$ cat src/rtl/isel_pkg.sv
package isel_pkg;
  localparam int DEF_ENTRIES = 8;
  localparam int DEF_AGE_W   = 6;
  localparam int DEF_CNT_W   = 4;
  localparam int DEF_RES_W   = 4;

  // signed rank width: one bit above the wider operand
  function automatic int rank_width(input int age_w, input int cnt_w);
    return ((age_w > cnt_w) ? age_w : cnt_w) + 1;
  endfunction
endpackage

$ cat src/rtl/isel_entry_eval.sv
module isel_entry_eval #(
  parameter int AGE_W  = 6,
  parameter int CNT_W  = 4,
  parameter int RES_W  = 4,
  parameter int RANK_W = isel_pkg::rank_width(AGE_W, CNT_W)
) (
  input  logic                     valid,
  input  logic                     ready,
  input  logic [AGE_W-1:0]         age,
  input  logic [CNT_W-1:0]         users,
  input  logic [RES_W-1:0]         need,
  input  logic [RES_W-1:0]         free_res,
  output logic                     cand,
  output logic signed [RANK_W-1:0] rank,
  output logic [RES_W-1:0]         blocked
);
  logic [RES_W-1:0] missing;
  logic             live;

  always_comb begin
    live    = valid & ready;
    missing = need & ~free_res;
    cand    = live & (missing == '0);
    blocked = live ? missing : '0;
    rank    = $signed({{(RANK_W-AGE_W){1'b0}}, age})
            - $signed({{(RANK_W-CNT_W){1'b0}}, users});
  end
endmodule

$ cat src/rtl/isel_pick_tree.sv
module isel_pick_tree #(
  parameter int N      = 8,
  parameter int AGE_W  = 6,
  parameter int RANK_W = 7,
  localparam int IDX_W = $clog2(N),
  localparam int LVL   = $clog2(N),
  localparam int P     = 1 << LVL,
  localparam int NODES = 2 * P - 1
) (
  input  logic [N-1:0]             cand,
  input  logic [N*RANK_W-1:0]      ranks,
  input  logic [N*AGE_W-1:0]       ages,
  output logic                     win_vld,
  output logic [IDX_W-1:0]         win_idx
);
  logic                     n_vld  [NODES];
  logic signed [RANK_W-1:0] n_rank [NODES];
  logic [AGE_W-1:0]         n_age  [NODES];
  logic [IDX_W-1:0]         n_idx  [NODES];

  for (genvar i = 0; i < P; i++) begin : g_leaf
    if (i < N) begin : g_real
      assign n_vld[P-1+i]  = cand[i];
      assign n_rank[P-1+i] = $signed(ranks[i*RANK_W +: RANK_W]);
      assign n_age[P-1+i]  = ages[i*AGE_W +: AGE_W];
      assign n_idx[P-1+i]  = IDX_W'(i);
    end else begin : g_pad
      assign n_vld[P-1+i]  = 1'b0;
      assign n_rank[P-1+i] = '0;
      assign n_age[P-1+i]  = '0;
      assign n_idx[P-1+i]  = '0;
    end
  end

  // left subtree always holds lower slot numbers: full ties keep left
  for (genvar k = 0; k < P - 1; k++) begin : g_node
    logic take_r;
    assign take_r = n_vld[2*k+2] &
                    (!n_vld[2*k+1] ||
                     (n_rank[2*k+2] < n_rank[2*k+1]) ||
                     ((n_rank[2*k+2] == n_rank[2*k+1]) &&
                      (n_age[2*k+2] < n_age[2*k+1])));
    assign n_vld[k]  = n_vld[2*k+1] | n_vld[2*k+2];
    assign n_rank[k] = take_r ? n_rank[2*k+2] : n_rank[2*k+1];
    assign n_age[k]  = take_r ? n_age[2*k+2]  : n_age[2*k+1];
    assign n_idx[k]  = take_r ? n_idx[2*k+2]  : n_idx[2*k+1];
  end

  assign win_vld = n_vld[0];
  assign win_idx = n_vld[0] ? n_idx[0] : '0;
endmodule

$ cat src/rtl/isel_msb_enc.sv
module isel_msb_enc #(
  parameter int W = 4,
  localparam int ID_W = $clog2(W)
) (
  input  logic [W-1:0]    mask,
  output logic [ID_W-1:0] id,
  output logic            any
);
  always_comb begin
    id = '0;
    for (int b = 0; b < W; b++) begin
      if (mask[b]) id = ID_W'(b);
    end
    any = |mask;
  end
endmodule

$ cat src/rtl/isel_top.sv
module isel_top #(
  parameter int N     = isel_pkg::DEF_ENTRIES,
  parameter int AGE_W = isel_pkg::DEF_AGE_W,
  parameter int CNT_W = isel_pkg::DEF_CNT_W,
  parameter int RES_W = isel_pkg::DEF_RES_W,
  localparam int IDX_W  = $clog2(N),
  localparam int RID_W  = $clog2(RES_W),
  localparam int RANK_W = isel_pkg::rank_width(AGE_W, CNT_W)
) (
  input  logic               clk,
  input  logic               rst,
  input  logic [N-1:0]       ent_valid,
  input  logic [N-1:0]       ent_ready,
  input  logic [N*AGE_W-1:0] ent_age,
  input  logic [N*CNT_W-1:0] ent_users,
  input  logic [N*RES_W-1:0] ent_need,
  input  logic [RES_W-1:0]   res_free,
  output logic [N-1:0]       grant_q,
  output logic [IDX_W-1:0]   sel_idx_q,
  output logic               sel_vld_q,
  output logic [RES_W-1:0]   busy_q,
  output logic [RID_W-1:0]   busy_top_q,
  output logic               busy_top_vld_q
);
  logic [N-1:0]        cand;
  logic [N*RANK_W-1:0] ranks;
  logic [RES_W-1:0]    blk   [N];
  logic [RES_W-1:0]    busy_d;
  logic                win_vld;
  logic [IDX_W-1:0]    win_idx;
  logic [RID_W-1:0]    top_id;
  logic                top_any;

  for (genvar i = 0; i < N; i++) begin : g_ent
    logic signed [RANK_W-1:0] r;
    isel_entry_eval #(.AGE_W(AGE_W), .CNT_W(CNT_W), .RES_W(RES_W), .RANK_W(RANK_W)) u_eval (
      .valid   (ent_valid[i]),
      .ready   (ent_ready[i]),
      .age     (ent_age[i*AGE_W +: AGE_W]),
      .users   (ent_users[i*CNT_W +: CNT_W]),
      .need    (ent_need[i*RES_W +: RES_W]),
      .free_res(res_free),
      .cand    (cand[i]),
      .rank    (r),
      .blocked (blk[i])
    );
    assign ranks[i*RANK_W +: RANK_W] = r;
  end

  always_comb begin
    busy_d = '0;
    for (int i = 0; i < N; i++) busy_d |= blk[i];
  end

  isel_pick_tree #(.N(N), .AGE_W(AGE_W), .RANK_W(RANK_W)) u_tree (
    .cand   (cand),
    .ranks  (ranks),
    .ages   (ent_age),
    .win_vld(win_vld),
    .win_idx(win_idx)
  );

  isel_msb_enc #(.W(RES_W)) u_msb (
    .mask(busy_d),
    .id  (top_id),
    .any (top_any)
  );

  always_ff @(posedge clk) begin
    if (rst) begin
      grant_q        <= '0;
      sel_idx_q      <= '0;
      sel_vld_q      <= 1'b0;
      busy_q         <= '0;
      busy_top_q     <= '0;
      busy_top_vld_q <= 1'b0;
    end else begin
      grant_q        <= win_vld ? (N'(1) << win_idx) : '0;
      sel_idx_q      <= win_idx;
      sel_vld_q      <= win_vld;
      busy_q         <= busy_d;
      busy_top_q     <= top_id;
      busy_top_vld_q <= top_any;
    end
  end
endmodule

$ cat config.mk
export PLATFORM = sky130hd
export DESIGN_NAME = isel_top
export DESIGN_NICKNAME = d
export VERILOG_FILES = /design/src/rtl/isel_pkg.sv /design/src/rtl/isel_entry_eval.sv /design/src/rtl/isel_pick_tree.sv /design/src/rtl/isel_msb_enc.sv /design/src/rtl/isel_top.sv
export SDC_FILE = /design/constraint.sdc
export NUM_CORES = 1
export LEC_CHECK = 0
export BUFFER_PORTS_ARGS = -buffer_cell sky130_fd_sc_hd__buf_2
export CORE_MARGIN = 3
export CORE_UTILIZATION = 30
export DETAILED_ROUTE_END_ITERATION = 12
export SLEW_MARGIN = 20
export SYNTH_ARGS = -nofsm -noshare
export SYNTH_HDL_FRONTEND = slang
export SYNTH_SLANG_ARGS = --single-unit
$ cat constraint.sdc
create_clock -name clk -period 8.96 [get_ports clk]
set_input_delay 1.792 -clock clk [delete_from_list [all_inputs] [get_ports clk]]
set_output_delay 1.792 -clock clk [all_outputs]
set_load 0.02 [all_outputs]
# Word-level counts from Yosys, hierarchy flattened
# Cells that the tools add are included.
dict set report classes {
  add_sub_neg 8
  order_cmp 14
  n_eq_ne 7
  shift 1
  n_mux 31
  bitwise 47
  reduce_logical 38
}
# op count
set ops {}
lappend ops {{$sub A6 B4 Y7} 8}
lappend ops {{$eq A7 B7 Y1} 7}
lappend ops {{$lt A7 B7 Y1} 7}
lappend ops {{$lt A6 B6 Y1} 7}
lappend ops {{$mux W7} 6}
lappend ops {{$mux W6} 6}
lappend ops {{$and A4 B4 Y4} 8}
lappend ops {{$logic_not A4 Y1} 8}
lappend ops {{$mux W4} 8}
lappend ops {{$or A4 B4 Y4} 7}
lappend ops {{$and A1 B1 Y1} 23}
lappend ops {{$logic_or A1 B1 Y1} 14}
lappend ops {{$mux W2} 4}
lappend ops {{$shl A1 B3 Y8 const A} 1}
lappend ops {{$logic_and A1 B1 Y1} 7}
lappend ops {{$logic_not A1 Y1} 7}
lappend ops {{$or A1 B1 Y1} 7}
lappend ops {{$mux W3} 2}
lappend ops {{$mux W1} 5}
lappend ops {{$not A4 Y4} 1}
lappend ops {{$reduce_or A4 Y1} 1}
lappend ops {{$reduce_or A2 Y1} 1}
lappend ops {{$not A1 Y1} 1}
dict set report word_totals {
  reg_bits 19
  elab_cells 152
}

# Longest topological paths before layout
# Gate-level depths: netlist (run 1).
dict set report depth {
  depth_word 21
  ltp_mapped 41
  depth_no_buf 38
}

# Hierarchy
# From an unflattened synthesis (run 1), not the netlist that was laid out.
dict set report hier_totals {
  cells_unflattened 789
  hier_area_um2 5919.4
}
# mod instances cells_per_inst area_per_inst_um2 seq_area_each_um2
set modules_own_cells {}
lappend modules_own_cells {isel_pick_tree 1 409 3195.6 0.0}
lappend modules_own_cells {isel_entry_eval 8 40 264.0 0.0}
lappend modules_own_cells {isel_top 1 56 588.1 380.4}
lappend modules_own_cells {isel_msb_enc 1 4 23.8 0.0}

# Worst setup path after synthesis (run 1)
# OpenSTA, ideal clock, no wires.
dict set report synth_path {
  path_kind {input-to-reg}
  from {input port ent_users[29]}
  to {register grant_q[1]}
  setup_ns 0.117
  arrival_time_ns 8.869
  t_required_ns 8.843
  path_slack_ns -0.026
  path_stages 34
  path_buffers 2
  cell_sequence {inv_1 > ha_1 > a21o_1 > a21o_1 > a211oi_1 > xnor2_1 > inv_1 > ha_1 > o21ai_0 > a2111oi_0 > a311oi_1 > a211oi_2 > nor2_2 > clkbuf_1 > o21ai_0 > ha_1 > a21o_1 > a21o_1 > a2111oi_0 > a31oi_1 > a21oi_1 > clkbuf_1 > mux2_2 > ha_1 > nand4b_1 > a211oi_1 > o21ai_0 > nor2_1 > o31ai_1 > a2111oi_0 > o21ai_0 > a31o_2 > o211ai_1 > and4b_1}
}
dict set report synth_via {
  elab_chain_len 18
  elab_cells_between_ends 30
  classes_between {1 x add/sub; 5 x order compare; 3 x eq/ne; 1 x shift; 8 x mux; 3 x bitwise; 9 x reduce/logical}
}
# item line
set synth_rtl {}
lappend synth_rtl {{from (decl)} isel_top.sv:15} ;# input logic [N*CNT_W-1:0] ent_users,
lappend synth_rtl {{$sub A6 B4 Y7 *} isel_entry_eval.sv:26} ;# - $signed({{(RANK_W-CNT_W){1'b0}}, users});
lappend synth_rtl {{$lt A7 B7 Y1 / $eq A7 B7 Y1 (equally long branches)} {isel_pick_tree.sv:40, isel_pick_tree.sv:41}}
lappend synth_rtl {{$logic_or A1 B1 Y1 / $logic_and A1 B1 Y1 (equally long branches)} {isel_pick_tree.sv:39, isel_pick_tree.sv:41}}
lappend synth_rtl {{$logic_or A1 B1 Y1} isel_pick_tree.sv:40} ;# (n_rank[2*k+2] < n_rank[2*k+1]) ||
lappend synth_rtl {{$and A1 B1 Y1} isel_pick_tree.sv:38} ;# assign take_r = n_vld[2*k+2] &
lappend synth_rtl {{$mux W7 / $mux W6 (equally long branches)} {isel_pick_tree.sv:44, isel_pick_tree.sv:45}}
lappend synth_rtl {{$lt A7 B7 Y1 (tied with other cells)} isel_pick_tree.sv:40}
lappend synth_rtl {{$logic_or A1 B1 Y1 / $logic_and A1 B1 Y1 (equally long branches)} {isel_pick_tree.sv:39, isel_pick_tree.sv:41}}
lappend synth_rtl {{[... 2 more ...]} -}
lappend synth_rtl {{$mux W7 / $mux W6 (equally long branches)} {isel_pick_tree.sv:44, isel_pick_tree.sv:45}}
lappend synth_rtl {{$lt A7 B7 Y1 (tied with other cells)} isel_pick_tree.sv:40}
lappend synth_rtl {{$logic_or A1 B1 Y1 / $logic_and A1 B1 Y1 (equally long branches)} {isel_pick_tree.sv:39, isel_pick_tree.sv:41}}
lappend synth_rtl {{$logic_or A1 B1 Y1} isel_pick_tree.sv:40}
lappend synth_rtl {{$and A1 B1 Y1} isel_pick_tree.sv:38}
lappend synth_rtl {{$mux W3 *} isel_pick_tree.sv:46} ;# assign n_idx[k] = take_r ? n_idx[2*k+2] : n_idx[2*k+1];
lappend synth_rtl {{$mux W3 *} isel_pick_tree.sv:50} ;# assign win_idx = n_vld[0] ? n_idx[0] : '0;
lappend synth_rtl {{$shl A1 B3 Y8 *} isel_top.sv:78} ;# grant_q <= win_vld ? (N'(1) << win_idx) : '0;
lappend synth_rtl {{to (signal assigned)} isel_top.sv:78}
lappend synth_rtl {{to (decl)} isel_top.sv:18} ;# output logic [N-1:0] grant_q,
# Mark *: on every way between the ends. The rest lies on a longest branch, timed or not.
# A chain may end at the register's enable or synchronous reset.

# Worst setup path after layout (run 1)
dict set report layout_path {
  from {input port ent_age[12]}
  to {register sel_idx_q[0]}
}
dict set report layout_via {
  elab_chain_len 17
  elab_cells_between_ends 30
  classes_between {1 x add/sub; 6 x order compare; 3 x eq/ne; 8 x mux; 3 x bitwise; 9 x reduce/logical}
}
# item line
set layout_rtl {}
lappend layout_rtl {{from (decl)} isel_top.sv:14} ;# input logic [N*AGE_W-1:0] ent_age,
lappend layout_rtl {{$sub A6 B4 Y7} isel_entry_eval.sv:26}
lappend layout_rtl {{$lt A7 B7 Y1 / $eq A7 B7 Y1 (equally long branches)} {isel_pick_tree.sv:40, isel_pick_tree.sv:41}}
lappend layout_rtl {{$logic_or A1 B1 Y1 / $logic_and A1 B1 Y1 (equally long branches)} {isel_pick_tree.sv:39, isel_pick_tree.sv:41}}
lappend layout_rtl {{$logic_or A1 B1 Y1} isel_pick_tree.sv:40}
lappend layout_rtl {{$and A1 B1 Y1} isel_pick_tree.sv:38}
lappend layout_rtl {{$mux W7 / $mux W6 (equally long branches)} {isel_pick_tree.sv:44, isel_pick_tree.sv:45}}
lappend layout_rtl {{$lt A7 B7 Y1 (tied with other cells)} isel_pick_tree.sv:40}
lappend layout_rtl {{$logic_or A1 B1 Y1 / $logic_and A1 B1 Y1 (equally long branches)} {isel_pick_tree.sv:39, isel_pick_tree.sv:41}}
lappend layout_rtl {{$logic_or A1 B1 Y1} isel_pick_tree.sv:40}
lappend layout_rtl {{$and A1 B1 Y1} isel_pick_tree.sv:38}
lappend layout_rtl {{$mux W7 / $mux W6 (equally long branches)} {isel_pick_tree.sv:44, isel_pick_tree.sv:45}}
lappend layout_rtl {{$lt A7 B7 Y1 (tied with other cells)} isel_pick_tree.sv:40}
lappend layout_rtl {{$logic_or A1 B1 Y1 / $logic_and A1 B1 Y1 (equally long branches)} {isel_pick_tree.sv:39, isel_pick_tree.sv:41}}
lappend layout_rtl {{$logic_or A1 B1 Y1} isel_pick_tree.sv:40}
lappend layout_rtl {{$and A1 B1 Y1} isel_pick_tree.sv:38}
lappend layout_rtl {{$mux W3 *} isel_pick_tree.sv:46}
lappend layout_rtl {{$mux W3 *} isel_pick_tree.sv:50}
lappend layout_rtl {{to (signal assigned)} isel_top.sv:79} ;# sel_idx_q <= win_idx;
lappend layout_rtl {{to (decl)} isel_top.sv:19} ;# output logic [IDX_W-1:0] sel_idx_q,
# Marked as above.

==> reports/summary.md, run 1 <==
• sky130_fd_sc_hd__clkbuf_16 — root buffer selected by CTS
• 12.6% — clock share of power
• 0 — Antenna Diode Count
• 0.06 ns — clock-pin slew reported for the worst setup and hold paths after clock tree synthesis
• 7280 um^2 — final standard cell area without fillers
• 398 uW — cell internal power dissipation
• 0 — hold-fix buffer count after cts
• 20,200 um^2 — total die area
• 0.0000712 V — VDD IR max
• 49 — FP Rows
• 0 — final hold viol count
• 69 — unique cell type count in the Yosys netlist
• 730 uW — overall power
• 8.71 ns — Arrival @ worst endpoint
• in -> reg — class of the tightest hold or removal check
• 18,200 um — Detailed Route WL
• 45.4% — fraction of power spent switching nets
• sky130_fd_sc_hd__dfxtp_1 — leading register cell type out of synthesis
• 8.55 ns — minimum period implied by the final worst setup slack
• 332 uW — net switching power
• 19 — number of clock sinks
• 7.54 um^2 — Avg Synthesized Cell Area
• 27.4% — share of post-route cells with drive strength above 1
• 142 um — die outline height
• 1 — H-Tree Depth
• 0 — sum of overflow across all layers after global routing
• 153 — number of top-level design ports
• 6.85% — sequential-to-total area share from yosys stat
• 0 — antenna-violating nets left
• 0.37 ns — critical path's largest stage delay
• 117 MHz — fmax
• 152 — input/output buffers
• 30.7% — starting utilization of the core area
• finished clean — outcome
• 988 — post-synthesis net count
• 6980 um^2 — Placement Cell Area
• 0 — Slew Limit Fails
• -0.314 ns — pre-CTS worst setup slack
• 319 — drt first-iter violations
• 3 — number of stages on the worst hold path
• 16,100 um — HPWL Detailed
• 7 — number of detailed-route iterations in the first pass
• 1,193 — Net count, final
• 12 — critical path peak fanout
• 0.919 — placer's final routability congestion estimate
• 53.5% — worst slew margin relative to its limit
• 17.0% — GR Util All Layers
• 0% — fraction of registers with async set/reset
• 0 — number of antenna violations at the first check in global routing
• sky130_fd_sc_hd__a21o_1 — cell seen most often among critical-path stages
• 0 — number of synthesized flops with an enable pin
• flop — Worst setup EP type
• 95.4% — part of the cycle the worst path needs
• 0 — Finish-stage setup viols
• ent_age[12] — origin of the worst setup path
• 28,800 um — global-route wire length before repair
• 31.1% — layout-stage area growth over the synthesis result
• 12.6% — sequential share of power
• 1.84 ns — worst hold-check slack
• sky130_fd_sc_hd__o41a_1 — Max stage delay cell, worst path
• 2 — deepest clock path buffer count
• 9.12 ns — critical path required time
• yes — TritonCTS clock tree
• 0.698 ns — slew of the pin with the lowest slew margin
• 5550 um^2 — area of the mapped netlist
• 40.2% — core occupancy in the finished layout
• 19 — number of synthesized register bits
• input port — kind of start point of the critical path
• res_free[0] — beginning of the worst hold path
• 100 nW/um^2 — total power density per cell area
• 0.00367 uW — leakage power figure
• 6,036 — number of global-route vias before repair
• 24 — maximum number of pins on one net before global-route repair
• 0.410 ns — final worst-path setup slack
• 18,100 um^2 — total core area
• 142 um — width of the chip
• 6,176 — via count
• 5.28 — DR vias/cell
• 736 — Mapped Cells
• 3 — number of CTS-inserted buffers
• 0 — DRC violation count after routing
• 0 — number of max-cap violations
• 1,865 — filler instances
• 15.5 um — routed len/inst
• busy_q[0] — Min-Delay Endpoint
• in -> reg — class of the most critical setup path
• 74.8% — fraction of power consumed by combinational cells
• 0 — synth warn
[worst max path at each step]
stage | endpoint | slack (ns) | depth (start not counted)
floorplan | grant_q[1] | 0.04 | 34
global placement | sel_idx_q[0] | -0.18 | 35
detailed placement | grant_q[3] | -0.31 | 37
CTS | grant_q[3] | 0.02 | 37
global route | grant_q[3] | -0.07 | 35
finish | sel_idx_q[0] | 0.41 | 35
[Yosys cell counts, types with 15 or more instances]
cell	n	area [um^2]
sky130_fd_sc_hd__a21o_1	26	195
sky130_fd_sc_hd__o21ai_0	57	285
sky130_fd_sc_hd__mux2i_1	17	170
sky130_fd_sc_hd__a21oi_1	35	175
sky130_fd_sc_hd__a211oi_1	15	113
sky130_fd_sc_hd__nand2_1	48	180
sky130_fd_sc_hd__nor2_1	46	173
sky130_fd_sc_hd__ha_1	110	1380
sky130_fd_sc_hd__dfxtp_1	19	380
sky130_fd_sc_hd__o31ai_1	15	113
sky130_fd_sc_hd__o21a_1	25	188
sky130_fd_sc_hd__inv_1	91	342
sky130_fd_sc_hd__nand2b_1	17	106
[placed cells by master, fill, tap and decap left out, drive strengths merged, types with 12 or more instances in the layout]
master / count
xnor2: 12
xor2: 12
dfxtp: 19
nor2: 47
inv: 91
mux2i: 17
o21ai: 57
nand2: 48
o31ai: 15
a21oi: 36
a211oi: 17
nor2b: 12
nand2b: 17
o21a: 25
a21o: 26
ha: 110
buf: 212
[worst max-delay path: cells and delay by family]
family / cells / cell delay, ns
AOI/OAI and AO/OA: 18 / 3.90
and+or+nand+nor: 5 / 1.05
xor gates and xnor gates: 1 / 0.16
buffers and inverters: 7 / 0.81
adders and majority gates: 4 / 1.00
[layout make-up]
type | instances | area [um^2] | area share (%)
repair buffers | 212 | 1220 | 16.8
clock buffers | 3 | 75.1 | 1.03
clock inverters | 1 | 7.51 | 0.103
inverters | 91 | 342 | 4.69
multi-input cells | 614 | 4960 | 68.2
flip-flops and latches | 19 | 380 | 5.23
well taps | 229 | 287 | 3.94
[registers in the layout, summed over array words and instances, names as in the netlist]
register	count
grant_q	8
busy_q	4
sel_idx_q	3
busy_top_q	2
busy_top_vld_q	1
sel_vld_q	1
[per-layer routing]
metal / global-route usage, % / up-vias / routed length [um]
met5: 0 / - / 0
met4: 2.32 / 0 / 227
met3: 1.48 / 25 / 1050
met2: 29.9 / 202 / 8310
met1: 23.2 / 2773 / 8570
li1: - / 3176 / -
[logic make-up after synthesis]
logic type	share of synthesized area (%)
xor+xnor	3.79
mux	3.54
simple gates	17.4
flops	6.85
fa+ha+maj	28.1
compound gates	33.4
buf+inv	6.97
[power by group through the flow]
stage	sequential, uW	combinational, uW	clock, uW
2_1_floorplan	101	327	0
3_3_place_gp	93.9	512	0
3_5_place_dp	93.8	516	0
4_1_cts	92.0	521	94.2
5_1_grt	92.5	614	97.6
6_report	91.9	546	92.1
[metrics by stage]
step	setup TNS (ns)	instances
after detailed placement	-2.85	1162
after global placement	-1.55	1162
after CTS	0	1166
final	0	1169
after global routing	-0.357	1169
after floorplan	0	736
[timing repair]
item / 4_1_cts / 5_1_grt
setup buffers: 0 / 2
gates resized for setup: 3 / 47
pin swaps: 0 / 20
cloned: 0 / 1
setup endpoints to repair: 10 / 11
No activity file was read; power rests on OpenSTA's default activity.
==> inputs of run 2 (changes only) <==
--- a/config.mk
+++ b/config.mk
@@ -7,8 +7,9 @@
 export LEC_CHECK = 0
 export BUFFER_PORTS_ARGS = -buffer_cell sky130_fd_sc_hd__buf_2
 export CORE_MARGIN = 3
-export CORE_UTILIZATION = 30
+export CORE_UTILIZATION = 50
 export DETAILED_ROUTE_END_ITERATION = 12
+export PLACE_DENSITY = 0.8
 export SLEW_MARGIN = 20
 export SYNTH_ARGS = -nofsm -noshare
 export SYNTH_HDL_FRONTEND = slang
==> constraint.sdc (replaced) <==
create_clock -name clk -period 8.96 [get_ports clk]
set_input_delay 1.344 -clock clk [delete_from_list [all_inputs] [get_ports clk]]
set_output_delay 1.344 -clock clk [all_outputs]
set_load 0.02 [all_outputs]
==> reports/summary.md, run 2 (synthesis results as in run 1) <==
• 111 um — width of the chip, was 142 um
• no — setup repair after global routing missed its margin
• 0 — sum of overflow across all layers after global routing, unchanged
• 5 — number of detailed-route iterations in the first pass, was 7
• flop — Worst setup EP type, unchanged
• 14,600 um — HPWL Detailed, was 16,100 um
• 5,834 — number of global-route vias before repair, was 6,036
• 24 — maximum number of pins on one net before global-route repair, unchanged
• 0 — antenna-violating nets left, unchanged
• 20.1% — layout-stage area growth over the synthesis result, was 31.1%
• 37 — FP Rows, was 49
• 0 — DRC violation count after routing, unchanged
• 27,000 um — global-route wire length before repair, was 28,800 um
• finished clean — outcome, unchanged
• 44.2% — worst slew margin relative to its limit, was 53.5%
• 0.0000558 V — VDD IR max, was 0.0000712 V
• 111 um — die outline height, was 142 um
• input port — kind of start point of the critical path, unchanged
• 8 — max FFs per register, unchanged
• 11 — critical path peak fanout, was 12
• 0.00343 uW — leakage power figure, was 0.00367 uW
• 19 — number of clock sinks, unchanged
• 0.941 — placer's final routability congestion estimate, was 0.919
• 0 — Finish-stage setup viols, unchanged
• 1 — H-Tree Depth, unchanged
• in -> reg — class of the most critical setup path, unchanged
• 2 — deepest clock path buffer count, unchanged
• 0 — number of antenna violations at the first check in global routing, unchanged
• sky130_fd_sc_hd__clkbuf_8 — root buffer selected by CTS, was sky130_fd_sc_hd__clkbuf_16
• compound AO/OA/AOI/OAI gates — Top delay family on crit path, unchanged
• yes — TritonCTS clock tree, unchanged
• sky130_fd_sc_hd__a2111oi_1 — Max stage delay cell, worst path, was sky130_fd_sc_hd__o41a_1
• 16.0 um — routed len/inst, was 15.5 um
• -0.116 ns — pre-CTS worst setup slack, was -0.314 ns
• 5 — CP bufs+invs, was 7
• 8.62 ns — Arrival @ worst endpoint, was 8.71 ns
• 25.3% — GR Util All Layers, was 17.0%
• 94.4% — part of the cycle the worst path needs, was 95.4%
• 153 — number of top-level design ports, unchanged
• 0.41 ns — critical path's largest stage delay, was 0.37 ns
• 0.07 ns — clock-pin slew reported for the worst setup and hold paths after clock tree synthesis, was 0.06 ns
• grant_q: 8 flops, busy_q: 4 flops, sel_idx_q: 3 flops — largest registers ranked by flip-flop count, unchanged
• 0 ns — setup TNS after final layout, unchanged
• 1,149 — Net count, final, was 1,193
• 6,100 — via count, was 6,176
• 16,500 um — Detailed Route WL, was 18,200 um
• 5.91 — DR vias/cell, was 5.28
• 9.12 ns — critical path required time, about the same
• 3 — number of CTS-inserted buffers, unchanged
• sky130_fd_sc_hd__buf_2 — most common cell after layout, fill and taps aside, unchanged
• 152 — input/output buffers, unchanged
• 475 — drt first-iter violations, was 319
• 118 MHz — fmax, was 117 MHz
• 0.830 ns — slew of the pin with the lowest slew margin, was 0.698 ns
• 0 — Antenna Diode Count, unchanged
• 0 — Slew Limit Fails, unchanged
• 0 — number of max-cap violations, unchanged
• 10,600 um^2 — total core area, was 18,100 um^2
• 8.46 ns — minimum period implied by the final worst setup slack, was 8.55 ns
• 96.4 nW/um^2 — total power density per cell area, was 100 nW/um^2
• 52.6% — starting utilization of the core area, was 30.7%
• in -> reg — class of the tightest hold or removal check, unchanged
• 21.4% — share of post-route cells with drive strength above 1, was 27.4%
• grant_q — largest register by flop count, unchanged
• 0 — hold-fix buffer count after cts, unchanged
• 0 — final hold viol count, unchanged
• 152 x sky130_fd_sc_hd__buf_2, 110 x sky130_fd_sc_hd__ha_1, 91 x sky130_fd_sc_hd__inv_1 — commonest cells after routing, fill and taps aside, was 153 x sky130_fd_sc_hd__buf_2, 109 x sky130_fd_sc_hd__ha_1, 90 x sky130_fd_sc_hd__inv_1
• 12,400 um^2 — total die area, was 20,200 um^2
• 0.502 ns — final worst-path setup slack, was 0.410 ns
[run 2: cell types whose count changed in the layout (fill, tap and decap cells not counted), moves of 4 or more]
cell,before,now
sky130_fd_sc_hd__buf_4,55,15
sky130_fd_sc_hd__o21ai_0,49,56
sky130_fd_sc_hd__a211oi_1,10,15
sky130_fd_sc_hd__o21ai_1,6,1
sky130_fd_sc_hd__a211oi_2,6,2
sky130_fd_sc_hd__a21oi_1,30,34
sky130_fd_sc_hd__buf_6,4,0
[run 2: worst paths after layout]
check                  startpoint         end  slack, ns  cells after the start
worst min-delay path  res_free[0]   busy_q[0]       1.38                      3
worst max-delay path  ent_age[43]  grant_q[1]       0.50                     36
[run 2: per-layer routing]
| metal | vias to the layer above | part of all wire [%] | track usage (%) |
|---|---|---|---|
| met3 | 44 | 5.5 | 2.28 |
| met5 | - | 0 | 0 |
| met2 | 220 | 47 | 44.7 |
| met4 | 0 | 3.4 | 7.95 |
| li1 | 3081 | - | - |
| met1 | 2755 | 44 | 32.7 |
[run 2: what timing repair did]
action | 4_1_cts | 5_1_grt
gates resized for setup | 0 | 14
endpoints found under the setup margin | 0 | 11
setup buffers | 0 | 3
[run 2: cell type report]
type | count | area (um^2)
tap | 136 | 170
timing repair buffer | 168 | 893
multi-input combinational | 614 | 4830
clock buffer | 3 | 41.3
inverter | 91 | 342
fill | 1008 | 3890
sequential | 19 | 380
clock inverter | 1 | 7.51
[run 2: report_power, final]
| part | internal [uW] | switching, uW |
|---|---|---|
| registers | 90.2 | 1.31 |
| clock network | 31.4 | 29.8 |
| logic | 213 | 276 |
[run 2: stage by stage]
step	util (%)	area [um^2]	total power [uW]	instances	hold WS, ns
after global routing	63.2	6670	709	1032	1.42
final	63.2	6670	643	1032	1.38
after floorplan	-	5550	428	736	1.42
after global placement	62.0	6550	560	1025	1.65
after CTS	62.5	6590	630	1029	1.38
after detailed placement	62.0	6550	568	1025	1.65
